$ cat src/rtl/tmr_pkg.sv
package tmr_pkg;
  localparam int unsigned REG_W = 32;
  localparam int unsigned AW    = 4;
  localparam int unsigned N_CMP = 3;
  localparam int unsigned ST_W  = 6;
  localparam int unsigned ST_ROLL = 5;

  localparam logic [AW-1:0] A_CTRL = 4'd0;
  localparam logic [AW-1:0] A_PRE  = 4'd1;
  localparam logic [AW-1:0] A_STAT = 4'd2;
  localparam logic [AW-1:0] A_IEN  = 4'd3;
  localparam logic [AW-1:0] A_CMP1 = 4'd4;
  localparam logic [AW-1:0] A_CNT  = 4'd9;

  localparam int unsigned B_EN    = 0;
  localparam int unsigned B_ENMOD = 1;
  localparam int unsigned B_SRC   = 6;
  localparam int unsigned B_FRR   = 9;
  localparam int unsigned B_SWR   = 15;

  // bits never stored on a control write (includes the reset trigger)
  localparam logic [REG_W-1:0] CTRL_DROP = 32'h0000_FC14;
  // extra bits cleared by a software reset
  localparam logic [REG_W-1:0] CTRL_SOFT = 32'h0000_003F;
endpackage

$ cat src/rtl/tmr_regs.sv
module tmr_regs
  import tmr_pkg::*;
#(
  parameter int unsigned CNT_W = 32,
  parameter int unsigned PRE_W = 12
) (
  input  logic                         clk_i,
  input  logic                         rst_ni,
  input  logic                         we_i,
  input  logic [AW-1:0]                addr_i,
  input  logic [REG_W-1:0]             wdata_i,
  output logic [REG_W-1:0]             ctrl_o,
  output logic [PRE_W-1:0]             pre_o,
  output logic [ST_W-1:0]              ien_o,
  output logic [N_CMP-1:0][CNT_W-1:0]  cmp_o,
  output logic                         soft_rst_o,
  output logic                         zero_req_o,
  output logic [ST_W-1:0]              st_clr_o
);
  logic [REG_W-1:0] ctrl_q;
  logic [PRE_W-1:0] pre_q;
  logic [ST_W-1:0]  ien_q;
  logic             wr_ctrl, en_rise, cmp1_restart;

  assign wr_ctrl      = we_i && (addr_i == A_CTRL);
  assign soft_rst_o   = wr_ctrl && wdata_i[B_SWR];
  assign en_rise      = wr_ctrl && !wdata_i[B_SWR] && !ctrl_q[B_EN]
                        && wdata_i[B_EN] && wdata_i[B_ENMOD];
  assign cmp1_restart = we_i && (addr_i == A_CMP1) && !ctrl_q[B_FRR];
  assign zero_req_o   = en_rise || cmp1_restart;
  assign st_clr_o     = (we_i && addr_i == A_STAT) ? wdata_i[ST_W-1:0] : '0;

  always_ff @(posedge clk_i or negedge rst_ni) begin
    if (!rst_ni) begin
      ctrl_q <= '0;
      pre_q  <= '0;
      ien_q  <= '0;
    end else if (soft_rst_o) begin
      ctrl_q <= wdata_i & ~(CTRL_DROP | CTRL_SOFT);
      pre_q  <= '0;
      ien_q  <= '0;
    end else if (we_i) begin
      if (addr_i == A_CTRL) ctrl_q <= wdata_i & ~CTRL_DROP;
      if (addr_i == A_PRE)  pre_q  <= wdata_i[PRE_W-1:0];
      if (addr_i == A_IEN)  ien_q  <= wdata_i[ST_W-1:0];
    end
  end

  for (genvar k = 0; k < N_CMP; k++) begin : g_cmp
    logic [CNT_W-1:0] cmp_q;
    always_ff @(posedge clk_i or negedge rst_ni) begin
      if (!rst_ni)                                       cmp_q <= '1;
      else if (soft_rst_o)                               cmp_q <= '1;
      else if (we_i && addr_i == A_CMP1 + AW'(k))        cmp_q <= wdata_i[CNT_W-1:0];
    end
    assign cmp_o[k] = cmp_q;
  end

  assign ctrl_o = ctrl_q;
  assign pre_o  = pre_q;
  assign ien_o  = ien_q;
endmodule

$ cat src/rtl/tmr_tick.sv
module tmr_tick #(
  parameter int unsigned PRE_W = 12
) (
  input  logic             clk_i,
  input  logic             rst_ni,
  input  logic             en_i,
  input  logic [2:0]       src_i,
  input  logic             tick_main_i,
  input  logic             tick_slow_i,
  input  logic [PRE_W-1:0] pre_i,
  input  logic             clr_i,
  output logic             adv_o
);
  logic             src_tick;
  logic [PRE_W-1:0] div_q;

  always_comb begin
    unique case (src_i)
      3'd1, 3'd2: src_tick = tick_main_i;
      3'd4:       src_tick = tick_slow_i;
      default:    src_tick = 1'b0;
    endcase
  end

  // >= covers a prescaler lowered below the running divider count
  assign adv_o = en_i && src_tick && (div_q >= pre_i);

  always_ff @(posedge clk_i or negedge rst_ni) begin
    if (!rst_ni)                 div_q <= '0;
    else if (clr_i)              div_q <= '0;
    else if (en_i && src_tick)   div_q <= adv_o ? '0 : div_q + 1'b1;
  end
endmodule

$ cat src/rtl/tmr_core.sv
module tmr_core
  import tmr_pkg::*;
#(
  parameter int unsigned CNT_W = 32
) (
  input  logic                        clk_i,
  input  logic                        rst_ni,
  input  logic                        adv_i,
  input  logic                        frr_i,
  input  logic [N_CMP-1:0][CNT_W-1:0] cmp_i,
  input  logic                        soft_rst_i,
  input  logic                        zero_req_i,
  input  logic [ST_W-1:0]             st_clr_i,
  output logic [CNT_W-1:0]            cnt_o,
  output logic [ST_W-1:0]             st_o
);
  logic [CNT_W-1:0] cnt_q, nxt;
  logic [ST_W-1:0]  st_q, set;
  logic             hit;

  assign hit = !frr_i && (cnt_q == cmp_i[0]);
  assign nxt = hit ? '0 : cnt_q + 1'b1;

  always_comb begin
    set = '0;
    set[ST_ROLL] = adv_i && !hit && (cnt_q == '1);
    for (int k = 0; k < N_CMP; k++) set[k] = adv_i && (nxt == cmp_i[k]);
  end

  always_ff @(posedge clk_i or negedge rst_ni) begin
    if (!rst_ni) begin
      cnt_q <= '0;
      st_q  <= '0;
    end else if (soft_rst_i) begin
      cnt_q <= '0;
      st_q  <= '0;
    end else begin
      if (zero_req_i) cnt_q <= '0;
      else if (adv_i) cnt_q <= nxt;
      st_q <= (st_q & ~st_clr_i) | set;  // set wins over clear
    end
  end

  assign cnt_o = cnt_q;
  assign st_o  = st_q;
endmodule

$ cat src/rtl/cmp_timer.sv
module cmp_timer
  import tmr_pkg::*;
#(
  parameter int unsigned CNT_W = 32,
  parameter int unsigned PRE_W = 12
) (
  input  logic        clk_i,
  input  logic        rst_ni,
  input  logic        bus_we_i,
  input  logic [3:0]  bus_addr_i,
  input  logic [31:0] bus_wdata_i,
  output logic [31:0] bus_rdata_o,
  input  logic        tick_main_i,
  input  logic        tick_slow_i,
  output logic        irq_o
);
  logic [REG_W-1:0]            ctrl;
  logic [PRE_W-1:0]            pre;
  logic [ST_W-1:0]             ien, stat, st_clr;
  logic [N_CMP-1:0][CNT_W-1:0] cmp;
  logic [CNT_W-1:0]            cnt;
  logic                        soft_rst, zero_req, adv;

  tmr_regs #(.CNT_W(CNT_W), .PRE_W(PRE_W)) i_regs (
    .clk_i, .rst_ni, .we_i(bus_we_i), .addr_i(bus_addr_i), .wdata_i(bus_wdata_i),
    .ctrl_o(ctrl), .pre_o(pre), .ien_o(ien), .cmp_o(cmp),
    .soft_rst_o(soft_rst), .zero_req_o(zero_req), .st_clr_o(st_clr)
  );

  tmr_tick #(.PRE_W(PRE_W)) i_tick (
    .clk_i, .rst_ni, .en_i(ctrl[B_EN]), .src_i(ctrl[B_SRC+:3]),
    .tick_main_i, .tick_slow_i, .pre_i(pre), .clr_i(soft_rst || zero_req),
    .adv_o(adv)
  );

  tmr_core #(.CNT_W(CNT_W)) i_core (
    .clk_i, .rst_ni, .adv_i(adv), .frr_i(ctrl[B_FRR]), .cmp_i(cmp),
    .soft_rst_i(soft_rst), .zero_req_i(zero_req), .st_clr_i(st_clr),
    .cnt_o(cnt), .st_o(stat)
  );

  always_comb begin
    bus_rdata_o = '0;
    unique case (bus_addr_i)
      A_CTRL:  bus_rdata_o = ctrl;
      A_PRE:   bus_rdata_o = REG_W'(pre);
      A_STAT:  bus_rdata_o = REG_W'(stat);
      A_IEN:   bus_rdata_o = REG_W'(ien);
      A_CNT:   bus_rdata_o = REG_W'(cnt);
      default: bus_rdata_o = '0;
    endcase
    for (int k = 0; k < N_CMP; k++)
      if (bus_addr_i == A_CMP1 + AW'(k)) bus_rdata_o = REG_W'(cmp[k]);
  end

  assign irq_o = ctrl[B_EN] && |(stat & ien);
endmodule

$ cat config.mk
export PLATFORM = sky130hd
export DESIGN_NAME = cmp_timer
export DESIGN_NICKNAME = d
export VERILOG_FILES = /design/src/rtl/tmr_pkg.sv /design/src/rtl/tmr_regs.sv /design/src/rtl/tmr_tick.sv /design/src/rtl/tmr_core.sv /design/src/rtl/cmp_timer.sv
export SDC_FILE = /design/constraint.sdc
export NUM_CORES = 1
export LEC_CHECK = 0
export BUFFER_PORTS_ARGS = -buffer_cell sky130_fd_sc_hd__buf_2
export CAP_MARGIN = 20
export CORE_ASPECT_RATIO = 0.7
export CORE_MARGIN = 8
export CORE_UTILIZATION = 45
export CTS_CLUSTER_SIZE = 24
export DETAILED_ROUTE_END_ITERATION = 8
export PLACE_DENSITY_LB_ADDON = 0.05
export SLEW_MARGIN = 20
export SYNTH_ARGS = -nofsm -noshare
export SYNTH_HDL_FRONTEND = slang
export SYNTH_SLANG_ARGS = --single-unit
$ cat constraint.sdc
create_clock -name clk_i -period 3.7 [get_ports clk_i]
set_input_delay 0.185 -clock clk_i [delete_from_list [all_inputs] [get_ports clk_i]]
set_output_delay 0.185 -clock clk_i [all_outputs]
set_load 0.02 [all_outputs]
Word level (Yosys, flattened, before mapping)
Index checks and enable logic that the tools add are counted.
{"block": "word_totals", "n_memories": 0, "mem_bits_ro": 0, "output_inout_bits": 33, "mem_bits_rw": 0, "wordCells": 101, "ff_bits": 196, "latchBits": 0, "inputBits": 41}
{"block": "classes", "n_reduce_logical": 41, "n_div": 0, "addsub": 2, "n_mux": 29, "order_cmp": 1, "n_bitwise": 4, "n_eq_ne": 15, "shifts": 0, "n_mul": 0}
{"cell": "$mux W32", "count": 16}
{"cell": "$pmux W32 S5", "count": 1}
{"cell": "$eq A32 B32 Y1", "count": 4}
{"cell": "$mux W12", "count": 6}
{"cell": "$add A32 B1 Y32 const B", "count": 1}
{"cell": "$eq A32 B32 Y1 const B", "count": 1}
{"cell": "$mux W6", "count": 5}
{"cell": "$logic_and A1 B1 Y1", "count": 20}
{"cell": "$reduce_bool A2 Y1", "count": 8}
{"cell": "$add A12 B1 Y12 const B", "count": 1}
{"cell": "$and A6 B6 Y6", "count": 2}
{"cell": "$eq A4 B3 Y1 const B", "count": 3}
{"cell": "$ge A12 B12 Y1", "count": 1}
{"cell": "$eq A4 B2 Y1 const B", "count": 2}
{"cell": "$not A6 Y6", "count": 1}
{"cell": "$or A6 B6 Y6", "count": 1}
{"cell": "$reduce_and A2 Y1", "count": 3}
{"cell": "$reduce_or A6 Y1", "count": 1}
{"cell": "$eq A4 B1 Y1 const B", "count": 1}
{"cell": "$eq A4 B4 Y1 const B", "count": 1}
{"cell": "$logic_not A1 Y1", "count": 4}
{"cell": "$logic_not A4 Y1", "count": 1}
{"cell": "$eq A3 B1 Y1 const B", "count": 1}
{"cell": "$eq A3 B2 Y1 const B", "count": 1}
{"cell": "5 further kinds", "count": 6}

Depth between registers and ports, before layout
Gate-level depths: netlist of run 1.
{"block": "depth", "ltp_word": 9, "ltp_mapped": 12, "ltp_nobuf": 11}

By module
From an unflattened synthesis of run 1, not the netlist that was laid out.
{"block": "unflattened", "hier_cells": 1605, "area_unflattened_um2": 13492.9}
{"module": "tmr_regs", "area_each_um2": 6049.6, "cells_per_inst": 600, "n_inst": 1}
{"module": "tmr_core", "area_each_um2": 4707.0, "cells_per_inst": 628, "n_inst": 1}
{"module": "cmp_timer", "area_each_um2": 1669.1, "cells_per_inst": 251, "n_inst": 1}
{"module": "tmr_tick", "area_each_um2": 1067.3, "cells_per_inst": 126, "n_inst": 1}

Worst setup path before layout of run 1
OpenSTA, ideal clock, no wires.
{"block": "synth_path", "path_kind": "flip-flop to flip-flop", "start": "register i_core.cnt_q[9] (netlist: i_core.cnt_o[9])", "end": "register i_core.st_q[0] (netlist: i_core.st_o[0])", "path_stages_with_launch": 11, "n_path_buf": 1, "period_less_slack_ps": 2963, "slack_ps": 737, "t_arrival_ps": 2886, "setup_time_ps": 77, "cell_sequence": "dfrtp_1 buf_2 nand4_2 or4_4 nor3_1 xnor2_1 nor2_1 or4_1 a221oi_1 o2111ai_1 o21ai_1"}
{"block": "synth_via", "elab_chain_cells": 7}
{"item": "from (decl)", "line": "tmr_core.sv:17", "source": "logic [CNT_W-1:0] cnt_q, nxt;"}
{"item": "from (signal assigned)", "line": "tmr_core.sv:39", "source": "else if (adv_i) cnt_q <= nxt;"}
{"item": "parallel branches: the longest is 2 deep, another holds $add A32 B1 Y32"}
{"item": "$mux W32 *", "line": "tmr_core.sv:22", "source": "assign nxt = hit ? '0 : cnt_q + 1'b1;"}
{"item": "$eq A32 B32 Y1 *", "line": "tmr_core.sv:27", "source": "for (int k = 0; k < N_CMP; k++) set[k] = adv_i && (nxt == cmp_i[k]);"}
{"item": "$logic_and A1 B1 Y1 *", "line": "tmr_core.sv:27"}
{"item": "$or A6 B6 Y6 *", "line": "tmr_core.sv:40", "source": "st_q <= (st_q & ~st_clr_i) | set;"}
{"item": "$mux W6 *", "line": "tmr_core.sv:34", "source": "end else if (soft_rst_i) begin"}
{"item": "to (signal assigned)", "line": "tmr_core.sv:40"}
{"item": "to (decl)", "line": "tmr_core.sv:18", "source": "logic [ST_W-1:0] st_q, set;"}
Every way passes the cells marked *.
A chain may end at the register's enable or synchronous reset.

Worst setup path in the final report of run 1
{"block": "layout_path", "start": "register i_core.cnt_q[1] (netlist: i_core.cnt_o[1])", "end": "register i_core.st_q[0] (netlist: i_core.st_o[0])"}
The elaborated chain is that of the path after synthesis.

==> results of run 1 <==
==> cells by family (layout without fill, tap and decap cells) <==
group	count (synthesis)	count (layout)	synth area share
XOR/XNOR	79	79	0.06003
multiplexers	20	20	0.01896
flip-flops	188	188	0.4061
AO/OA/AOI/OAI	320	320	0.1859
adder cells (fa/ha/maj)	14	14	0.01474
buffers and inverters	137	240	0.04465
AND/OR/NAND/NOR	678	678	0.2697
==> worst paths after layout <==
check                           depth (start not counted)                              endpoint  slack, ns                          from
worst max-delay path                                   10              i_core.st_o[0]$_DFF_PN0_       0.09   i_core.cnt_o[1]$_DFFE_PN0P_
worst min-delay path                                    3  i_regs.g_cmp[1].cmp_q[9]$_DFFE_PN1P_       0.01                bus_wdata_i[9]
worst max register to register                         10              i_core.st_o[0]$_DFF_PN0_       0.09   i_core.cnt_o[1]$_DFFE_PN0P_
worst min register to register                          2          i_regs.ctrl_o[5]$_DFFE_PN0P_       0.50  i_regs.ctrl_o[5]$_DFFE_PN0P_
max in group asynchronous                               3           i_core.cnt_o[6]$_DFFE_PN0P_       2.50                        rst_ni
min in group asynchronous                               2         i_regs.ctrl_o[22]$_DFFE_PN0P_       0.33                        rst_ni
==> state kept, by name, indices dropped and copies added, names as in the netlist <==
signal / flops
i_core.cnt_o: 32
i_tick.div_q: 12
i_regs.pre_o: 12
i_core.st_o: 6
i_regs.ien_o: 6
i_regs.g_cmp.cmp_q: 96
i_regs.ctrl_o: 24
==> layout make-up <==
class	count	area, um2
fillers	2463	11990
multi-input cells	1111	6588
flip-flops and latches	188	4825
repair buffers	180	1247
clock buffers	21	493.0
well taps	357	446.7
clock inverters	11	115.1
inverters	28	105.1
==> power breakdown <==
part,switching [W],total [W],internal [W],leakage (nW)
Sequential,0.000756,0.00340,0.00265,2.24
Clock,0.000915,0.00196,0.00105,0.300
Combinational,0.000808,0.00141,0.000602,3.34
Total,0.00248,0.00677,0.00429,5.88
==> per-layer routing <==
layer,global-route usage,vias up
met3,0.1513,67
met4,0.06127,2
met5,0.01095,-
li1,-,5388
met1,0.5308,6151
met2,0.4204,850
==> cell usage in the layout, fill, tap and decap left out, types with 12 or more instances in the layout <==
master | synthesis | routed
nand2b_1 | 13 | 13
clkbuf_16 | 0 | 19
nand3_1 | 120 | 119
dfstp_2 | 96 | 96
mux2_2 | 20 | 20
xor2_1 | 38 | 37
buf_2 | 13 | 72
nor3_1 | 27 | 26
ha_1 | 14 | 14
xnor2_1 | 39 | 39
nand2_1 | 280 | 280
inv_1 | 28 | 28
a22o_1 | 12 | 12
o22ai_1 | 20 | 20
dlygate4sd3_1 | 0 | 23
a31oi_1 | 31 | 31
nor2_1 | 109 | 108
o21ai_0 | 31 | 31
buf_4 | 0 | 83
or3_1 | 16 | 16
dfrtp_1 | 92 | 92
a21oi_1 | 67 | 67
a222oi_1 | 16 | 16
nor4_1 | 19 | 18
a22oi_1 | 79 | 79
nand4_1 | 31 | 31
==> through the flow <==
stage	setup slack [ns]	TNS, ns	hold slack (ns)	area [um2]
6_report	0.08816	0	0.01043	13820
5_1_grt	-0.01096	-0.01096	0.01228	13820
4_1_cts	0.01039	0	0.001812	13810
3_5_place_dp	-0.1024	-0.1024	0.2849	12970
3_3_place_gp	-0.09564	-0.09564	0.2860	12970
2_1_floorplan	0.7372	0	-0.1106	11880
==> repair_timing <==
action                                  in CTS  in global routing
endpoints found under the setup margin       1                  2
hold buffers                                23                  0
endpoints found under the hold margin       93                  0
pin swaps                                    0                  0
gates resized for setup                      1                  3
==> worst min-delay path, stage by stage <==
cell and delay, ns:
buf_2 0.14, nand2_1 0.07, nand3_1 0.07
==> impl_metrics.yaml, run 1 <==
outcome:
  status: "complete, but fails checks"
  violations: "DRC"
power:
  leakage_nw: 5.881
  pwr_density_cell_nw_per_um2: 490.1
  peakVddDrop_mv: 0.4236
  p_total_w: 0.006773
synthesis:
  synth_nets: 1491
  synth_area_um2: 11880
  synthMostInstantiatedCell: "nand2_1"
  ys_seq_elements: 188
  ys_top_cells_by_count: "nand2_1 (280), nand3_1 (120), nor2_1 (109), dfstp_2 (96), dfrtp_1 (92)"
  syn_area_per_cell_um2: 8.274
  synth_edf_count: 0
  synth_top_cell_by_area: "dfstp_2"
  synth_top_area_frac: 0.2123
  yosysUniqueCellTypes: 68
  synth.yosys.seq_area_share: 0.4061
  synth_area_leaders: "dfstp_2 (21%), dfrtp_1 (19%), nand2_1 (8.8%), nand3_1 (5.1%), a22oi_1 (5.0%)"
  synthArstFlopShare: 1.000
  synthFlopType: "dfstp_2"
  yosys_warnings: 0
  syn-instance-count: 1436
job:
  cap_violations: 0
sta:
  skew_ns: 0.007555
  max-slew-margin-rel: 0.2662
  finalSetupViolCount: 0
  clock.fmax_mhz: 276.9
  period_needed_ns: 3.612
  rsz0062_at_grt: "true"
  finalHoldViolCount: 0
  fin_crit_sh: 0.9762
  slew_viol_final: 0
  worst_slew_pin_slew_ns: 1.097
global_route:
  grt_pass1_wl_um: 81300
  grt_max_degree: 81
  overflow: 0
  grt_pass1_vias: 11630
  antenna_found_initial: 0
  grt_usage: 0.3423
worst_setup_path:
  worstSetupPathType: "reg -> reg"
  max_stage_delay_ns: 0.50
  crit_fanout: 7
  slowest_stage: "or4_1"
  arrival_ns: 4.00
  cp_data_required_time_ns: 4.09
  crit_family: "simple AND/OR/NAND/NOR gates"
  crit_chain: "ha_1, nand4_1, nor4_1, and4_1, xnor2_1, o22ai_1, or4_1, a221oi_1, o2111ai_1, o21ai_1"
  cp-start-kind: "flip-flop"
  crit_buf_inv: 0
  end_kind: "flip-flop"
floorplan:
  coreArea_um2: 25810
  die_area_um2: 31940
  die_h_um: 152.0
  die_w_um: 210.2
  start_util: 0.4603
  rows: 49
  pin_count: 74
placement:
  gp_congestion: 1.019
  io_buffers: 73
  dp_hpwl_um: 41620
  post-place-cells: 1841
routing:
  drc: 1
  wire_per_inst_um: 29.08
  m1WireLength_um: 25320
  firstDrtPassIters: 9
  routed.top_layer: "met5"
  wl_um: 55140
  vias: 12460
  vias_per_cell: 6.571
  wl_met2_um: 20450
  route.met3.wl_um: 8469
  drt_iter0_drc: 1783
  ant_nets: 0
clocking:
  clockRootBuffer: "clkbuf_16"
  cts_made_buffers: 17
  clkLatencyLatePin_ns: 0.46
  cts.htree.levels: 4
  clock_sinks: 188
  clk_pin_slew_ns: 0.08
  cts_tree: "done"
  clockBufferDepth: 2
  post_cts_buffers: 0
cells_and_area:
  area_growth_pct: 16.31
  fin_util: 0.5354
  layout.nets: 1581
  drive_gt1_frac: 0.2105
  antenna_cells: 0
  fin_cells: 1896
hold_path:
  holdCritPathClass: "in -> reg"
No activity file was read; power rests on OpenSTA's default activity.
==> run 2, diff against run 1 <==
--- a/config.mk
+++ b/config.mk
@@ -18,2 +18,3 @@
 export SYNTH_HDL_FRONTEND = slang
+export SYNTH_HIERARCHICAL = 1
 export SYNTH_SLANG_ARGS = --single-unit
==> constraint.sdc (replaced) <==
create_clock -name clk_i -period 3.7 [get_ports clk_i]
set_input_delay 0 -clock clk_i [delete_from_list [all_inputs] [get_ports clk_i]]
set_output_delay 0 -clock clk_i [all_outputs]
set_load 0.02 [all_outputs]
==> run 2 against run 1 <==
Sequential power increased by 4%. Critical path depth decreased by 1. The run now ends clean. Clock skew increased by 0.013 ns.
==> impl_metrics.yaml, run 2 <==
outcome:
  status: "finished, final reports clean"
cells_and_area:
  mostFrequentLayoutCell: "nand3_1"
  final_cell_mix: "nand3_1 (218), o21ai_0 (168), buf_4 (103), dfstp_2 (96), nand2_1 (93)"
  fillers: 2925
  layout.nets: 1745
  drive_gt1_frac: 0.2202
  area_growth_pct: 14.52
  multi_input_area_um2: 7840
  final_area_um2: 15450
  antenna_cells: 0
  regArea_um2: 4825
  largest_reg_flops: 96
  top_register: "i_regs/g_cmp.cmp_q"
synthesis:
  ys_top_cells_by_count: "nand3_1 (219), o21ai_0 (168), dfstp_2 (96), nand2_1 (93), dfrtp_1 (92)"
  synth_edf_count: 0
  yosys_warnings: 6
  synthFlopType: "dfstp_2"
  synthArstFlopShare: 1.000
  synth_top_area_frac: 0.1869
  synth.yosys.seq_area_share: 0.3576
  yosysUniqueCellTypes: 92
  syn-instance-count: 1605
  synthMostInstantiatedCell: "nand3_1"
  synth_top_cell_by_area: "dfstp_2"
  syn_area_per_cell_um2: 8.407
  ys_seq_elements: 188
  synth_area_leaders: "dfstp_2 (19%), dfrtp_1 (17%), nand3_1 (8.1%), o21ai_0 (6.2%), xnor2_1 (3.0%)"
  synth_area_um2: 13490
routing:
  vias: 14530
  drt_iter0_drc: 2311
  wl_um: 63600
  route.met3.wl_um: 9179
  m1WireLength_um: 28910
  vias_per_cell: 6.960
  ant_nets: 0
  routed.top_layer: "met4"
  firstDrtPassIters: 6
  drc: 0
  wire_per_inst_um: 30.46
  wl_met2_um: 24230
clocking:
  clkLatencyLatePin_ns: 0.48
  cts.htree.levels: 4
  clk_pin_slew_ns: 0.09
  clock_sinks: 188
  clockBufferDepth: 2
  post_cts_buffers: 0
  clockRootBuffer: "clkbuf_16"
  cts_tree: "done"
  cts_made_buffers: 17
sta:
  rsz0062_at_grt: "false"
  period_needed_ns: 3.467
  finalWorstSetupSlack_ns: 0.2326
  finalSetupTns_ns: 0
  max-slew-margin-rel: 0.2430
  finalSetupViolCount: 0
  skew_ns: 0.02019
  fin_crit_sh: 0.9371
  finalHoldViolCount: 0
  worst_slew_pin_slew_ns: 1.127
  clock.fmax_mhz: 288.4
  slew_viol_final: 0
global_route:
  grt_usage: 0.3468
  overflow: 0
  antenna_found_initial: 0
  grt_max_degree: 104
  grt_pass1_wl_um: 93550
  grt_pass1_vias: 13490
placement:
  dp_slack_ns: 0.02672
  dp_hpwl_um: 46500
  io_buffers: 73
  gp_congestion: 1.039
  placed_cell_area_um2: 14470
job:
  cap_violations: 0
power:
  switching_share: 0.3985
  peakVddDrop_mv: 0.4066
  pwr_density_cell_nw_per_um2: 490.0
  p_sw_w: 0.003017
  p_int_w: 0.004555
  leakage_nw: 6.122
  comb_power_share: 0.269
  p_total_w: 0.007572
  p_clk_frac: 0.266
  seqPwrFrac: 0.465
floorplan:
  pin_count: 74
  die_h_um: 160.9
  start_util: 0.4532
  rows: 53
  coreArea_um2: 29770
  die_area_um2: 35870
  die_w_um: 223.0
worst_setup_path:
  worstSetupPathType: "reg -> reg"
  cp-start-kind: "flip-flop"
  end_kind: "flip-flop"
  crit_fanout: 7
  cp_data_required_time_ns: 4.09
  arrival_ns: 3.86
hold_path:
  holdCritPathClass: "in -> reg"
run 2: cell types whose count changed in the layout (fill, tap and decap cells not counted), moves of 19 or more:
cell | previous run | this run
nand2_1 | 280 | 93
a22oi_1 | 79 | 41
a21oi_1 | 67 | 40
inv_1 | 28 | 48
mux2i_1 | 0 | 21
o21ai_0 | 31 | 168
buf_4 | 83 | 103
nand3_1 | 119 | 218
nor2_1 | 108 | 89
run 2: logic make-up (layout without fill, tap and decap cells):
| group | after synthesis | count (layout) | share of synthesized area |
|---|---|---|---|
| AO/OA/AOI/OAI | 472 | 472 | 0.2378 |
| XOR/XNOR | 69 | 69 | 0.04535 |
| adder cells (fa/ha/maj) | 14 | 14 | 0.01298 |
| buffers and inverters | 199 | 290 | 0.06677 |
| flip-flops | 188 | 188 | 0.3576 |
| multiplexers | 43 | 43 | 0.03394 |
| other | 1 | 8 | 0.0002779 |
| AND/OR/NAND/NOR | 619 | 619 | 0.2454 |
run 2: layout make-up:
cell class | count | area share
multi-input combinational | 1225 | 0.5074
sequential | 188 | 0.3122
timing repair buffer | 210 | 0.09692
tap | 385 | 0.03117
clock buffer | 17 | 0.02753
clock inverter | 15 | 0.01312
inverter | 48 | 0.01166
run 2: routing by layer:
layer  up-vias  GRT usage
met5         -          0
met4         0    0.08032
met3        90     0.1314
met2       993     0.4376
met1      7277     0.5344
li1       6173          -
run 2: stage by stage:
| stage | std cells | util | hold slack (ns) |
|---|---|---|---|
| after floorplan | 1612 | - | -0.2956 |
| after global placement | 2023 | 0.4860 | 0.1716 |
| after detailed placement | 2023 | 0.4860 | 0.1723 |
| after CTS | 2088 | 0.5184 | 0.1014 |
| after global routing | 2088 | 0.5190 | 0.1086 |
| final | 2088 | 0.5190 | 0.1200 |
run 2: repair_timing:
| action | CTS | global route |
|---|---|---|
| endpoints found under the setup margin | 1 | 2 |
| resized for setup | 1 | 4 |
| pin swaps | 0 | 4 |
| gates cloned | 0 | 0 |
| endpoints found under the hold margin | 201 | 0 |
| hold buffers | 33 | 0 |
run 2: worst paths after layout:
check	start	to	slack [ns]	cells after the start
max in group asynchronous	rst_ni	i_regs/g_cmp[0].cmp_q[11]$_DFFE_PN1P_	2.47	3
worst max register to register	i_core/cnt_o[9]$_DFFE_PN0P_	i_core/st_o[0]$_DFF_PN0_	0.23	9
min in group asynchronous	rst_ni	i_core/cnt_o[25]$_DFFE_PN0P_	0.21	2
worst max-delay path	i_core/cnt_o[9]$_DFFE_PN0P_	i_core/st_o[0]$_DFF_PN0_	0.23	9
worst min register to register	i_regs/ctrl_o[30]$_DFFE_PN0P_	i_regs/ctrl_o[30]$_DFFE_PN0P_	0.51	1
worst min-delay path	bus_addr_i[2]	i_regs/ien_o[1]$_DFFE_PN0P_	0.12	5
run 2: worst max-delay path, stage by stage, from the launching register on:
cell	delay, ns
dfrtp_1	0.53
nand4_4	0.14
buf_4	0.19
nor4_1	0.49
nand3_1	0.18
xor2_1	0.79
o221ai_1	0.38
o41ai_1	0.39
a211oi_1	0.14
a211oi_2	0.16
run 2: power by group through the flow:
| stage | combinational (W) | sequential (W) | clock (W) |
|---|---|---|---|
| 2_1_floorplan | 0.00127 | 0.00306 | 0 |
| 6_report | 0.00204 | 0.00352 | 0.00202 |
| 3_5_place_dp | 0.00192 | 0.00348 | 0 |
| 3_3_place_gp | 0.00191 | 0.00348 | 0 |
| 5_1_grt | 0.00217 | 0.00354 | 0.00210 |
| 4_1_cts | 0.00196 | 0.00345 | 0.00204 |
==> run 3, diff against run 2 <==
- RECOVER_POWER: unset -> 25
==> run 3 against run 2 <==
The flow now finishes with violations (capacitance limit, slew limit). Fmax grew 0.10%. Setup slack gained 0.0035 ns. Worst hold slack about the same. Die area unchanged. Power is essentially flat. Sequential share of layout area barely moved. First-iteration DRC count unchanged. Non-clock buffer count is the same. Critical path depth is the same. Critical endpoint unchanged.
==> impl_metrics.yaml, run 3 (same netlist as run 2, synthesis figures left out) <==
floorplan:
  coreArea_um2: 29770
  die_area_um2: 35870
  die_w_um: 223.0
  pin_count: 74
  rows: 53
  die_h_um: 160.9
  start_util: 0.4532
sta:
  rsz0062_at_grt: "false"
  max-slew-margin-rel: -0.8320
  worst_slew_pin_slew_ns: 2.748
  clock.fmax_mhz: 288.7
  finalSetupTns_ns: 0
  finalWorstSetupSlack_ns: 0.2361
  finalSetupViolCount: 0
  finalHoldViolCount: 0
  period_needed_ns: 3.464
  fin_crit_sh: 0.9362
  skew_ns: 0.02149
  slew_viol_final: 161
worst_setup_path:
  crit_chain: "nand4_4, buf_4, nor4_1, nand3_1, xor2_1, o221ai_1, o41ai_1, a211oi_1, a211oi_2"
  crit_fanout: 7
  r2r_cells: 9
  crit_cells: 9
  reg2reg_slack_ns: 0.24
  slowest_stage: "xor2_1"
  cp-start-kind: "flip-flop"
  cp-startpoint: "i_core/cnt_o[9]$_DFFE_PN0P_"
  arrival_ns: 3.86
  end_kind: "flip-flop"
  cp_data_required_time_ns: 4.09
  worst_r2r_startpoint: "i_core/cnt_o[9]$_DFFE_PN0P_"
  rr_endpoint: "i_core/st_o[0]$_DFF_PN0_"
  crit_buf_inv: 1
  cp-endpoint: "i_core/st_o[0]$_DFF_PN0_"
  crit_family: "compound AO/OA/AOI/OAI gates"
  max_stage_delay_ns: 0.79
  worstSetupPathType: "reg -> reg"
global_route:
  grt_usage: 0.3468
  grt_pass1_wl_um: 93550
  overflow: 0
  antenna_found_initial: 0
  grt_max_degree: 104
  grt_pass1_vias: 13490
cells_and_area:
  antenna_cells: 0
  final_cell_mix: "nand3_1 (218), o21ai_0 (168), buf_4 (102), dfstp_2 (96), nand2_1 (93)"
  area_growth_pct: 14.44
  fin_cells: 2088
  mostFrequentLayoutCell: "nand3_1"
  drive_gt1_frac: 0.2202
  largest_reg_flops: 96
  fin_util: 0.5186
  layout.nets: 1745
  top_register: "i_regs/g_cmp.cmp_q"
power:
  pwr_density_cell_nw_per_um2: 490.0
  peakVddDrop_mv: 0.4058
  leakage_nw: 6.119
  p_total_w: 0.007566
placement:
  post-place-cells: 2023
  io_buffers: 73
  dp_slack_ns: 0.02672
  dp_hpwl_um: 46500
  gp_congestion: 1.039
routing:
  wl_met2_um: 24190
  drc: 0
  firstDrtPassIters: 6
  m1WireLength_um: 28950
  wl_um: 63580
  routed.top_layer: "met4"
  route.met3.wl_um: 9106
  drt_iter0_drc: 2311
  ant_nets: 0
  vias: 14510
  wire_per_inst_um: 30.45
  vias_per_cell: 6.948
clocking:
  clkLatencyLatePin_ns: 0.48
  cts.htree.levels: 4
  cts_made_buffers: 17
  clockRootBuffer: "clkbuf_16"
  clk_pin_slew_ns: 0.08
  clockBufferDepth: 2
  clock_sinks: 188
  post_cts_buffers: 0
  cts_tree: "done"
outcome:
  status: "complete, but fails checks"
  violations: "capacitance limit, slew limit"
hold_path:
  holdCritPathClass: "in -> reg"
job:
  cap_violations: 2
## run 3: cell types whose count changed in the layout (fill, tap and decap cells not counted), sizes merged
cell | previous run | this run
buf | 176 | 175
clkbuf | 18 | 19
## run 3: tightest hold or removal path, cell delays in order
cell	delay, ns
buf_2	0.09
nor3b_2	0.06
buf_4	0.21
nand4b_1	0.11
o21ai_0	0.07
## run 3: worst min-delay path by stage
stage | endpoint | start | depth (start not counted) | slack [ns]
CTS | i_regs/pre_o[1]$_DFFE_PN0P_ | bus_addr_i[2] | 5 | 0.10
finish | i_regs/pre_o[1]$_DFFE_PN0P_ | bus_addr_i[2] | 5 | 0.12
floorplan | i_core/cnt_o[0]$_DFFE_PN0P_ | rst_ni | 0 | -0.30
global placement | i_core/cnt_o[25]$_DFFE_PN0P_ | rst_ni | 1 | 0.17
global route | i_regs/ien_o[1]$_DFFE_PN0P_ | bus_addr_i[2] | 5 | 0.11
detailed placement | i_core/cnt_o[25]$_DFFE_PN0P_ | rst_ni | 1 | 0.17
## run 3: area by class of cell
class	instances	area [um2]
Multi-Input combinational cell	1225	7840
Clock inverter	15	202.7
Timing Repair Buffer	210	1486
Inverter	48	180.2
Sequential cell	188	4825
Tap cell	385	481.7
Fill cell	2929	14330
Clock buffer	17	425.4
## run 3: timing repair
item / 4_1_cts / 5_1_grt
hold buffers: 33 / 0
endpoints found under the setup margin: 1 / 2
pin swaps: 0 / 4
gates resized for setup: 1 / 4
endpoints found under the hold margin: 201 / 0
## run 3: metal layers
layer / vias up / global-route usage
li1: 6175 / -
met1: 7277 / 0.5344
met2: 961 / 0.4376
met3: 95 / 0.1314
met4: 0 / 0.08032
met5: - / 0
## run 3: stage by stage
step	area, um2	hold WS, ns
floorplan	13520	-0.2956
global placement	14470	0.1716
detailed placement	14470	0.1723
CTS	15430	0.1014
global route	15440	0.1086
finish	15440	0.1199
## run 3: where the power goes
| part | switching, W | internal, W |
|---|---|---|
| clock | 0.000977 | 0.00104 |
| sequential | 0.000834 | 0.00268 |
| combinational | 0.00120 | 0.000836 |
| total | 0.00301 | 0.00455 |
